<file path="config.mk">
export PLATFORM = sky130hd
export DESIGN_NAME = simd_alu
export DESIGN_NICKNAME = d
export VERILOG_FILES = /design/src/rtl/simd_alu_pkg.sv /design/src/rtl/simd_lane_adder.sv /design/src/rtl/simd_lane_sat.sv /design/src/rtl/simd_flag_regs.sv /design/src/rtl/simd_alu.sv
export SDC_FILE = /design/constraint.sdc
export NUM_CORES = 1
export LEC_CHECK = 0
export ABC_AREA = 1
export CAP_MARGIN = 30
export CORE_AREA = 2 2 113 104
export CTS_BUF_LIST = sky130_fd_sc_hd__clkbuf_4 sky130_fd_sc_hd__clkbuf_8 sky130_fd_sc_hd__clkbuf_16
export CTS_CLUSTER_SIZE = 25
export DETAILED_ROUTE_END_ITERATION = 10
export DIE_AREA = 0 0 115 106
export PLACE_DENSITY_LB_ADDON = 0.08
export SLEW_MARGIN = 40
export SYNTH_ARGS = -nofsm -noshare
export SYNTH_HDL_FRONTEND = slang
export SYNTH_SLANG_ARGS = --single-unit
</file>
<file path="constraint.sdc">
create_clock -name clk -period 25.6 [get_ports clk]
set_input_delay 7.68 -clock clk [delete_from_list [all_inputs] [get_ports clk]]
set_output_delay 7.68 -clock clk [all_outputs]
set_load 0.005 [all_outputs]
</file>
<file path="src/rtl/simd_alu_pkg.sv">
// Shared encodings for the lane-split arithmetic stage.
package simd_alu_pkg;
    typedef enum logic [2:0] {
        OP_ADD  = 3'd0,
        OP_SUB  = 3'd1,
        OP_QADD = 3'd2,
        OP_QSUB = 3'd3,
        OP_SEL  = 3'd4,
        OP_PACK = 3'd5,
        OP_QDBL = 3'd6,
        OP_NOP  = 3'd7
    } alu_op_e;

    typedef enum logic [1:0] {
        LM_WORD = 2'd0,
        LM_HALF = 2'd1,
        LM_BYTE = 2'd2,
        LM_WIDE = 2'd3
    } lane_mode_e;
endpackage

</file>
<file path="src/rtl/simd_lane_adder.sv">
// One adder made of byte slices. The carry chain is cut at every byte edge in
// byte mode and at the middle in half mode. It reports the carry, the signed
// overflow and the exact sign of the lane each byte belongs to.
// Assumes lanes are contiguous and that a lane's top byte sits at its high end.
module simd_lane_adder
    import simd_alu_pkg::*;
#(
    parameter int BYTE_W = 8,
    parameter int NUM_B  = 4
) (
    input  logic [BYTE_W*NUM_B-1:0] a,
    input  logic [BYTE_W*NUM_B-1:0] b,
    input  logic                    sub,
    input  lane_mode_e              mode,
    output logic [BYTE_W*NUM_B-1:0] sum,
    output logic [NUM_B-1:0]        lane_top,
    output logic [NUM_B-1:0]        lane_cy,
    output logic [NUM_B-1:0]        lane_ov,
    output logic [NUM_B-1:0]        lane_neg
);
    localparam int MID = NUM_B / 2;

    logic [NUM_B-1:0] brk;
    logic [NUM_B-1:0] cy_b;
    logic [NUM_B-1:0] ov_b;

    // Where a new lane starts: byte 0 always, every byte in byte mode, the middle in half mode.
    always_comb begin
        for (int i = 0; i < NUM_B; i++) begin
            brk[i] = (i == 0) || (mode == LM_BYTE) || ((mode == LM_HALF) && (i == MID));
        end
        for (int i = 0; i < NUM_B; i++) begin
            lane_top[i] = (i == NUM_B - 1) ? 1'b1 : brk[(i + 1) % NUM_B];
        end
    end

    // Byte-slice adds with the carry cut at lane starts.
    always_comb begin
        logic               c;
        logic [BYTE_W-1:0]  ai;
        logic [BYTE_W-1:0]  bi;
        logic [BYTE_W:0]    t;
        c = 1'b0;
        for (int i = 0; i < NUM_B; i++) begin
            ai = a[i*BYTE_W +: BYTE_W];
            bi = sub ? ~b[i*BYTE_W +: BYTE_W] : b[i*BYTE_W +: BYTE_W];
            t  = {1'b0, ai} + {1'b0, bi} + {{BYTE_W{1'b0}}, (brk[i] ? sub : c)};
            c  = t[BYTE_W];
            sum[i*BYTE_W +: BYTE_W] = t[BYTE_W-1:0];
            cy_b[i] = t[BYTE_W];
            ov_b[i] = (ai[BYTE_W-1] == bi[BYTE_W-1]) && (t[BYTE_W-1] != ai[BYTE_W-1]);
        end
    end

    // Copy each lane's top-byte status down to every byte of that lane.
    always_comb begin
        for (int i = NUM_B - 1; i >= 0; i--) begin
            if (lane_top[i]) begin
                lane_cy[i]  = cy_b[i];
                lane_ov[i]  = ov_b[i];
                lane_neg[i] = sum[i*BYTE_W + BYTE_W - 1] ^ ov_b[i];
            end else begin
                lane_cy[i]  = lane_cy[(i + 1) % NUM_B];
                lane_ov[i]  = lane_ov[(i + 1) % NUM_B];
                lane_neg[i] = lane_neg[(i + 1) % NUM_B];
            end
        end
    end
endmodule

</file>
<file path="src/rtl/simd_lane_sat.sv">
// Per-byte clamp stage. It replaces each byte of a lane that overflowed with
// the matching byte of the lane's bound, signed or unsigned.
// Assumes the lane status inputs were already copied to every byte of the lane.
module simd_lane_sat #(
    parameter int BYTE_W = 8,
    parameter int NUM_B  = 4
) (
    input  logic [BYTE_W*NUM_B-1:0] sum,
    input  logic [NUM_B-1:0]        lane_top,
    input  logic [NUM_B-1:0]        lane_cy,
    input  logic [NUM_B-1:0]        lane_ov,
    input  logic [NUM_B-1:0]        lane_neg,
    input  logic                    sub,
    input  logic                    is_signed,
    output logic [BYTE_W*NUM_B-1:0] clamped
);
    localparam logic [BYTE_W-1:0] ALL1 = {BYTE_W{1'b1}};
    localparam logic [BYTE_W-1:0] SMAX = {1'b0, {(BYTE_W-1){1'b1}}};
    localparam logic [BYTE_W-1:0] SMIN = {1'b1, {(BYTE_W-1){1'b0}}};

    for (genvar i = 0; i < NUM_B; i++) begin : g_byte
        logic hi, lo;
        // Pick the clamp direction for this byte's lane.
        always_comb begin
            hi = is_signed ? (lane_ov[i] && !lane_neg[i]) : (!sub && lane_cy[i]);
            lo = is_signed ? (lane_ov[i] &&  lane_neg[i]) : ( sub && !lane_cy[i]);
        end
        // Substitute the bound byte when the lane is out of range.
        always_comb begin
            if (hi)
                clamped[i*BYTE_W +: BYTE_W] = (is_signed && lane_top[i]) ? SMAX : ALL1;
            else if (lo)
                clamped[i*BYTE_W +: BYTE_W] = (is_signed && lane_top[i]) ? SMIN : '0;
            else
                clamped[i*BYTE_W +: BYTE_W] = sum[i*BYTE_W +: BYTE_W];
        end
    end
endmodule

</file>
<file path="src/rtl/simd_flag_regs.sv">
// Holds the NZCV word and the per-byte greater-or-equal bits.
// Assumes the write enables are already qualified by the operation's valid.
module simd_flag_regs #(
    parameter int NUM_B = 4
) (
    input  logic             clk,
    input  logic             rst_n,
    input  logic             nz_we,
    input  logic [3:0]       nzcv_d,
    input  logic             ge_we,
    input  logic [NUM_B-1:0] ge_d,
    output logic [3:0]       nzcv_q,
    output logic [NUM_B-1:0] ge_q
);
    // Flag storage with synchronous clear.
    always_ff @(posedge clk) begin
        if (!rst_n) begin
            nzcv_q <= '0;
            ge_q   <= '0;
        end else begin
            if (nz_we) nzcv_q <= nzcv_d;
            if (ge_we) ge_q   <= ge_d;
        end
    end
endmodule

</file>
<file path="src/rtl/simd_alu.sv">
// Lane-split arithmetic stage. The result is combinational. NZCV and the
// greater-or-equal bits are registered state that valid operations write.
// Assumes DW = BYTE_W*NUM_B and that NUM_B is even so that half mode exists.
module simd_alu
    import simd_alu_pkg::*;
#(
    parameter int BYTE_W = 8,
    parameter int NUM_B  = 4,
    parameter int DW     = BYTE_W * NUM_B
) (
    input  logic          clk,
    input  logic          rst_n,
    input  logic          op_valid,
    input  logic [2:0]    op_code,
    input  logic [1:0]    lane_mode,
    input  logic          sign_mode,
    input  logic          set_flags,
    input  logic [DW-1:0] src_a,
    input  logic [DW-1:0] src_b,
    output logic [DW-1:0] result,
    output logic [3:0]    nzcv,
    output logic [NUM_B-1:0] ge
);
    localparam int HW = DW / 2;

    alu_op_e          op;
    lane_mode_e       lm;
    logic             is_sub, is_arith, is_lane;
    logic [DW-1:0]    sum, clamped, dbl, sel_res;
    logic [NUM_B-1:0] top, cy, ov, neg, ge_new;

    // Decode the operation class.
    always_comb begin
        op       = alu_op_e'(op_code);
        lm       = lane_mode_e'(lane_mode);
        is_sub   = (op == OP_SUB) || (op == OP_QSUB);
        is_arith = (op == OP_ADD) || (op == OP_SUB) || (op == OP_QADD) || (op == OP_QSUB);
        is_lane  = (lm == LM_HALF) || (lm == LM_BYTE);
    end

    simd_lane_adder #(.BYTE_W(BYTE_W), .NUM_B(NUM_B)) u_add (
        .a(src_a), .b(src_b), .sub(is_sub), .mode(lm), .sum(sum),
        .lane_top(top), .lane_cy(cy), .lane_ov(ov), .lane_neg(neg)
    );

    simd_lane_sat #(.BYTE_W(BYTE_W), .NUM_B(NUM_B)) u_sat (
        .sum(sum), .lane_top(top), .lane_cy(cy), .lane_ov(ov), .lane_neg(neg),
        .sub(is_sub), .is_signed(sign_mode), .clamped(clamped)
    );

    // Doubling with a clamp to the signed word range.
    always_comb begin
        if (src_a[DW-1] != src_a[DW-2])
            dbl = {src_a[DW-1], {(DW-1){~src_a[DW-1]}}};
        else
            dbl = {src_a[DW-2:0], 1'b0};
    end

    // Choose each byte of the select result from the stored ge bits.
    always_comb begin
        for (int i = 0; i < NUM_B; i++)
            sel_res[i*BYTE_W +: BYTE_W] = ge[i] ? src_a[i*BYTE_W +: BYTE_W]
                                                : src_b[i*BYTE_W +: BYTE_W];
    end

    // Per-byte greater-or-equal value from the lane status.
    always_comb begin
        for (int i = 0; i < NUM_B; i++)
            ge_new[i] = sign_mode ? ~neg[i] : cy[i];
    end

    // Final result multiplexer.
    always_comb begin
        unique case (op)
            OP_ADD, OP_SUB:   result = sum;
            OP_QADD, OP_QSUB: result = clamped;
            OP_SEL:           result = sel_res;
            OP_PACK:          result = {src_b[DW-1:HW], src_a[HW-1:0]};
            OP_QDBL:          result = dbl;
            default:          result = '0;
        endcase
    end

    simd_flag_regs #(.NUM_B(NUM_B)) u_flags (
        .clk(clk), .rst_n(rst_n),
        .nz_we(op_valid && is_arith && !is_lane && set_flags),
        .nzcv_d({result[DW-1], (result == '0), cy[NUM_B-1], ov[NUM_B-1]}),
        .ge_we(op_valid && is_arith && is_lane),
        .ge_d(ge_new),
        .nzcv_q(nzcv), .ge_q(ge)
    );
endmodule

</file>
# [Word-level counts from Yosys, hierarchy flattened]
# Index checks and enable logic that the tools add are counted.
[classes] eq_ne=17 n_mux=48 n_bitwise=13 n_reduce_logical=45 n_addsub=8
[ops] operator="2-to-1 mux 8 bit" count=22
[ops] operator="one-hot mux 32 bit (5 select lines)" count=1
[ops] operator="adder 8 x 8 -> 9 bit" count=4
[ops] operator="adder 9 x 1 -> 9 bit" count=4
[ops] operator="zero test 32 bit" count=1
[ops] operator="2-to-1 mux 32 bit" count=1
[ops] operator="inverter 8 bit" count=4
[ops] operator="logical AND 1 bit" count=26
[ops] operator="2-to-1 mux 1 bit" count=24
[ops] operator="zero test 1 bit" count=10
[ops] operator="== test 3 bit (second input constant)" count=3
[ops] operator="== test 3 x 2 -> 1 bit (second input constant)" count=2
[ops] operator="logical OR 1 bit" count=5
[ops] operator="inequality test 1 bit" count=5
[ops] operator="inverter 1 bit" count=5
[ops] operator="== test 1 bit" count=4
[ops] operator="OR reduction 2 bit" count=2
[ops] operator="bitwise XOR 1 bit" count=4
[ops] operator="== test 3 x 1 -> 1 bit (second input constant)" count=1
[ops] operator="zero test 3 bit" count=1
[ops] operator="== test 2 x 1 -> 1 bit (second input constant)" count=1
[ops] operator="== test 2 bit (second input constant)" count=1
[word_totals] reg_bits=8 word_cells=133

# [Depth between registers and ports, before layout]
[logic_depth] word_depth=23 mapped_depth=55

# [Hierarchy]
# A second synthesis with hierarchy kept.
[hier_totals] cells_unflattened=992 hier_area_um2=5196.2
[modules_own_cells] mod="simd_alu" seq_area_each_um2=0.0 cells_per_inst=533 n_inst=1 area_each_um2=2232.1
[modules_own_cells] mod="simd_lane_adder" seq_area_each_um2=0.0 cells_per_inst=295 n_inst=1 area_each_um2=1983.2
[modules_own_cells] mod="simd_lane_sat" seq_area_each_um2=0.0 cells_per_inst=113 n_inst=1 area_each_um2=620.6
[modules_own_cells] mod="simd_flag_regs" seq_area_each_um2=160.2 cells_per_inst=51 n_inst=1 area_each_um2=360.3

# [Worst setup path after synthesis]
# No wires, ideal clock.
[synth_path] path_kind="input port to output port" from="in op_code[2]" to="out result[6]" path_slack_ns=3.235 t_arrival_ns=14.685 required_ns=17.920 cell_stages=47 path_cell_list="inv_4 > nand2_2 > buf_2 > buf_1 > xor2_1 > fa_1 > nand3_1 > nand2_1 > nand2_1 > nor2_1 > nand3_1 > nand3_1 > nand2_1 > inv_1 > fa_1 > fa_1 > nand3_1 > nand3_1 > [... 11 more ...] > inv_1 > fa_1 > nand4_1 > nand3_1 > nand2_1 > nand2_1 > a21oi_1 > fa_1 > nand2_1 > nand4_1 > nand2_1 > nand2_1 > nand2_1 > nand2_1 > nand3_1 > nand4_1 > o21ai_0 > nand2_1"
[synth_between] elab_chain_len=22
[synth_rtl] element="start, declared" line_no="simd_alu.sv:14" text="input logic [2:0] op_code,"
[synth_rtl] element="== test 3 x 1 -> 1 bit / == test 3 x 2 -> 1 bit (equally long branches)" line_no="simd_alu.sv:36, simd_alu.sv:74"
[synth_rtl] element="logical OR 1 bit" line_no="simd_alu.sv:36" text="is_sub = (op == OP_SUB) || (op == OP_QSUB);"
[synth_rtl] element="2-to-1 mux 8 bit" line_no="simd_lane_adder.sv:46" text="bi = sub ? ~b[i*BYTE_W +: BYTE_W] : b[i*BYTE_W +: BYTE_W];"
[synth_rtl] element="adder 8 x 8 -> 9 bit" line_no="simd_lane_adder.sv:47" text="t = {1'b0, ai} + {1'b0, bi} + {{BYTE_W{1'b0}}, (brk[i] ? sub : c)};"
[synth_rtl] element="adder 9 x 1 -> 9 bit" line_no="simd_lane_adder.sv:47"
[synth_rtl] element="2-to-1 mux 1 bit" line_no="simd_lane_adder.sv:47"
[synth_rtl] element="adder 9 x 1 -> 9 bit" line_no="simd_lane_adder.sv:47"
[synth_rtl] element="2-to-1 mux 1 bit" line_no="simd_lane_adder.sv:47"
[synth_rtl] element="[... 4 more ...]"
[synth_rtl] element="logical AND 1 bit" line_no="simd_lane_adder.sv:51" text="ov_b[i] = (ai[BYTE_W-1] == bi[BYTE_W-1]) && (t[BYTE_W-1] != ai[BYTE_W-1]);"
[synth_rtl] element="bitwise XOR 1 bit" line_no="simd_lane_adder.sv:61" text="lane_neg[i] = sum[i*BYTE_W + BYTE_W - 1] ^ ov_b[i];"
[synth_rtl] element="2-to-1 mux 1 bit (3 in series)" line_no="simd_lane_adder.sv:58" text="if (lane_top[i]) begin"
[synth_rtl] element="logical AND 1 bit / zero test 1 bit (equally long branches)" line_no="simd_lane_sat.sv:26, simd_lane_sat.sv:25"
[synth_rtl] element="2-to-1 mux 1 bit / logical AND 1 bit (equally long branches)" line_no="simd_lane_sat.sv:26, simd_lane_sat.sv:25"
[synth_rtl] element="2-to-1 mux 8 bit / 2-to-1 mux 1 bit (equally long branches)" line_no="simd_lane_sat.sv:32, simd_lane_sat.sv:25"
[synth_rtl] element="2-to-1 mux 8 bit" line_no="simd_lane_sat.sv:30" text="if (hi)"
[synth_rtl] element="one-hot mux 32 bit (5 select lines) (*)" line_no="simd_alu.sv:74" text="unique case (op)"
[synth_rtl] element="end, declared" line_no="simd_alu.sv:20" text="output logic [DW-1:0] result,"
# Mark *: on every way between the ends. The rest lies on a longest branch, timed or not.

# [Worst setup path after layout]
[layout_path] from="in op_code[2]" to="out result[0]"
# The elaborated chain is that of the path after synthesis.

==> metrics <==
worst setup skew after layout 2.91 ps; transition time at the pin with the least slew margin 886 ps; maximum number of pins on one net before global-route repair 25; CTS tree built; setup slack of the worst register-to-register path 22520 ps; I/O pin total 114; Core Region 0.0111 sq mm; Hold Violations, Final 0; unrepaired setup endpoints after global routing no; share of Yosys cell area claimed by the top area cell type 15.8%; time the worst path needs with I/O delays and setup 24520 ps; highest layer used for signal routing met4; clock root buffer clkbuf_16; number of DRC markers after the initial detailed-route iteration 345; later-pin clock latency in the skew report 230 ps; Worst EP arrival 16840 ps; count of final max-slew check failures 0; worst min path class reg -> reg; Reg clk slew, reported paths 40 ps; capture point of the worst reg-to-reg path u_flags.nzcv_q[2]; element type at the critical path end primary output; routed via count 5526; number of nets produced by synthesis 907; area of the die 0.0122 sq mm; Hold Path Origin u_flags.nzcv_q[2]; top cell type by total area after synthesis nand2_1; CP peak stage delay 730 ps; Global Route Usage Sum 26.9%; layout cell share with drive strength beyond 1 3.60%; cell count after synthesis 790; count of unresolved DRC violations after routing 0; Post-Synthesis Cell Area 0.00434 sq mm; NumNets Final 1007; TritonCTS sink count 8; RD Place Congestion 0.999; number of warnings reported in the yosys synthesis log 0; average wire length per cell after detail routing 16.2 microns; part of the cycle the worst path needs 95.8%; width of the die 115 microns; final standard cell utilization of the core 50.8%; Power Density 37.4 mW/mm^2; final wirelength 16.6 mm; total clock buffers created by CTS 3; status complete, no violations; first-pass GRT wire length 26.4 mm; height of the die 106 microns; max frequency 40.8 MHz; highest-delay cell along the critical path clkdlybuf4s50_1; relative max-transition margin 40.9%; CTS H-tree lvls 1; worst path setup slack after routing 1080 ps; final antenna-violating net count 0; n_diodes 0; hold path cells 2; most repeated library cell on the critical path nand2_1; via count of the first global-routing pass 5295; routed length on met3 1.26 mm; Final TNS setup 0 ps; total of buffers placed on input and output ports 113; Worst Hold End u_flags.nzcv_q[2]; number of hold-repair buffers added at the cts stage 0; Initial DRT Pass Iterations 5; starting utilization of the core area 39.1%; type of the worst setup path in -> out; highest-count cells in the layout ignoring fill and taps 183 x nand2_1, 141 x inv_1, 113 x clkdlybuf4s50_1; static leakage 2.98 nW; detailed route wirelength on metal2 7.53 mm; required time at the endpoint of the critical path 17920 ps; mean post-synth cell area 5.50 sq um; number of violations of the max-capacitance limit 0; PostCTS Resize Cnt 0; number of buffers inserted by post-CTS setup repair 0; count of standard-cell rows 37; sum of routed wire segments on met1 7.31 mm; mean number of vias per cell 5.40; top post-synthesis cells by area nand2_1 16%, inv_1 12%, ha_1 9.2%, nand3_1 9.1%, nor2_1 7.7%; register bit total from synthesis 8; number of antenna violations at the first check in global routing 0; worst ir drop on vdd 0.0000171 V; pre-CTS setup slack 1170 ps; CP Max Fanout 24; maximum buffer depth of the clock tree 2; post-detail-place hpwl 13.0 mm; cell depth of the worst flop-to-flop path 13; count of cell types in the netlist 46; total gr overflow 0; total setup violations reported at the end of the flow 0; proportion of synthesized chip area in sequential cells 3.69%; most common cell after layout, fill and taps aside nand2_1; kind of start point of the critical path input pin; P&R area growth vs syn 29.9%; beginning of the worst register-to-register path u_flags.ge_q[3]
==> state kept, by name, indices dropped and copies added, names as in the netlist <==
register / cells
u_flags.nzcv_q: 4
u_flags.ge_q: 4
==> where the power goes <==
group          internal (mW)  total, mW  switching (mW)
Clock                 0.0202     0.0268         0.00661
Combinational         0.0745      0.170          0.0956
Sequential            0.0131     0.0139        0.000738
==> synth_stat cells (all sizes together) <==
master	n
dfxtp	8
a21o	2
or2	4
nor3	3
clkbuf	6
xor2	21
a211oi	4
o22ai	12
o21ai	37
inv	150
o2111ai	3
a22oi	2
xnor2	21
a211o	1
a2111oi	3
o221ai	1
nand2	190
o211ai	14
and2	1
nand3	81
nor2	94
nand3b	6
a21oi	43
a21boi	5
fa	11
a221oi	4
nand4	11
ha	32
o21a	1
a311oi	2
buf	13
a31oi	3
o211a	1
==> metrics by stage <==
stage / hold slack [ps] / total power, mW / std cells / instance area (sq um)
6_report: 483 / 0.211 / 1024 / 5640
5_1_grt: 525 / 0.232 / 1024 / 5640
4_1_cts: 485 / 0.210 / 1024 / 5630
3_5_place_dp: 477 / 0.181 / 1021 / 5560
3_3_place_gp: 463 / 0.180 / 1021 / 5560
2_1_floorplan: 458 / 0.118 / 790 / 4340
==> per-layer routing <==
layer	global-route usage [%]	up-vias
li1	-	2764
met1	36.2	2460
met2	44.8	261
met3	2.39	41
met4	9.38	0
met5	0	-
==> worst max path at each step <==
| stage | start | end | slack [ps] |
|---|---|---|---|
| CTS | op_code[2] | result[0] | 1160 |
| floorplan | op_code[2] | result[6] | 3230 |
| global route | op_code[2] | result[0] | 310 |
| finish | op_code[2] | result[0] | 1080 |
| global placement | op_code[2] | result[6] | 1410 |
| detailed placement | op_code[2] | result[0] | 1170 |
==> critical path, delay by kind of cell <==
kind,cells,cell delay [ps]
buf+inv,7,1600
simple gates,33,3540
fa+ha+maj,7,3220
compound gates,4,780
==> logic make-up (layout without fill, tap and decap cells) <==
logic type,count (synthesis),count (layout),synth area share (%)
simple gates,390,390,38.5
flops,8,8,3.69
xor+xnor,42,42,8.47
buf+inv,169,267,15.2
compound gates,138,138,19.8
fa+ha+maj,43,43,14.3
==> area by class of cell <==
class,instances,area [sq um]
clock buffers,3,75.1
fillers,1238,5470
inverters,150,566
multi-input cells,613,3530
flip-flops and latches,8,160
well taps,136,170
repair buffers,114,1140
Power figures use the tool's default switching activity.
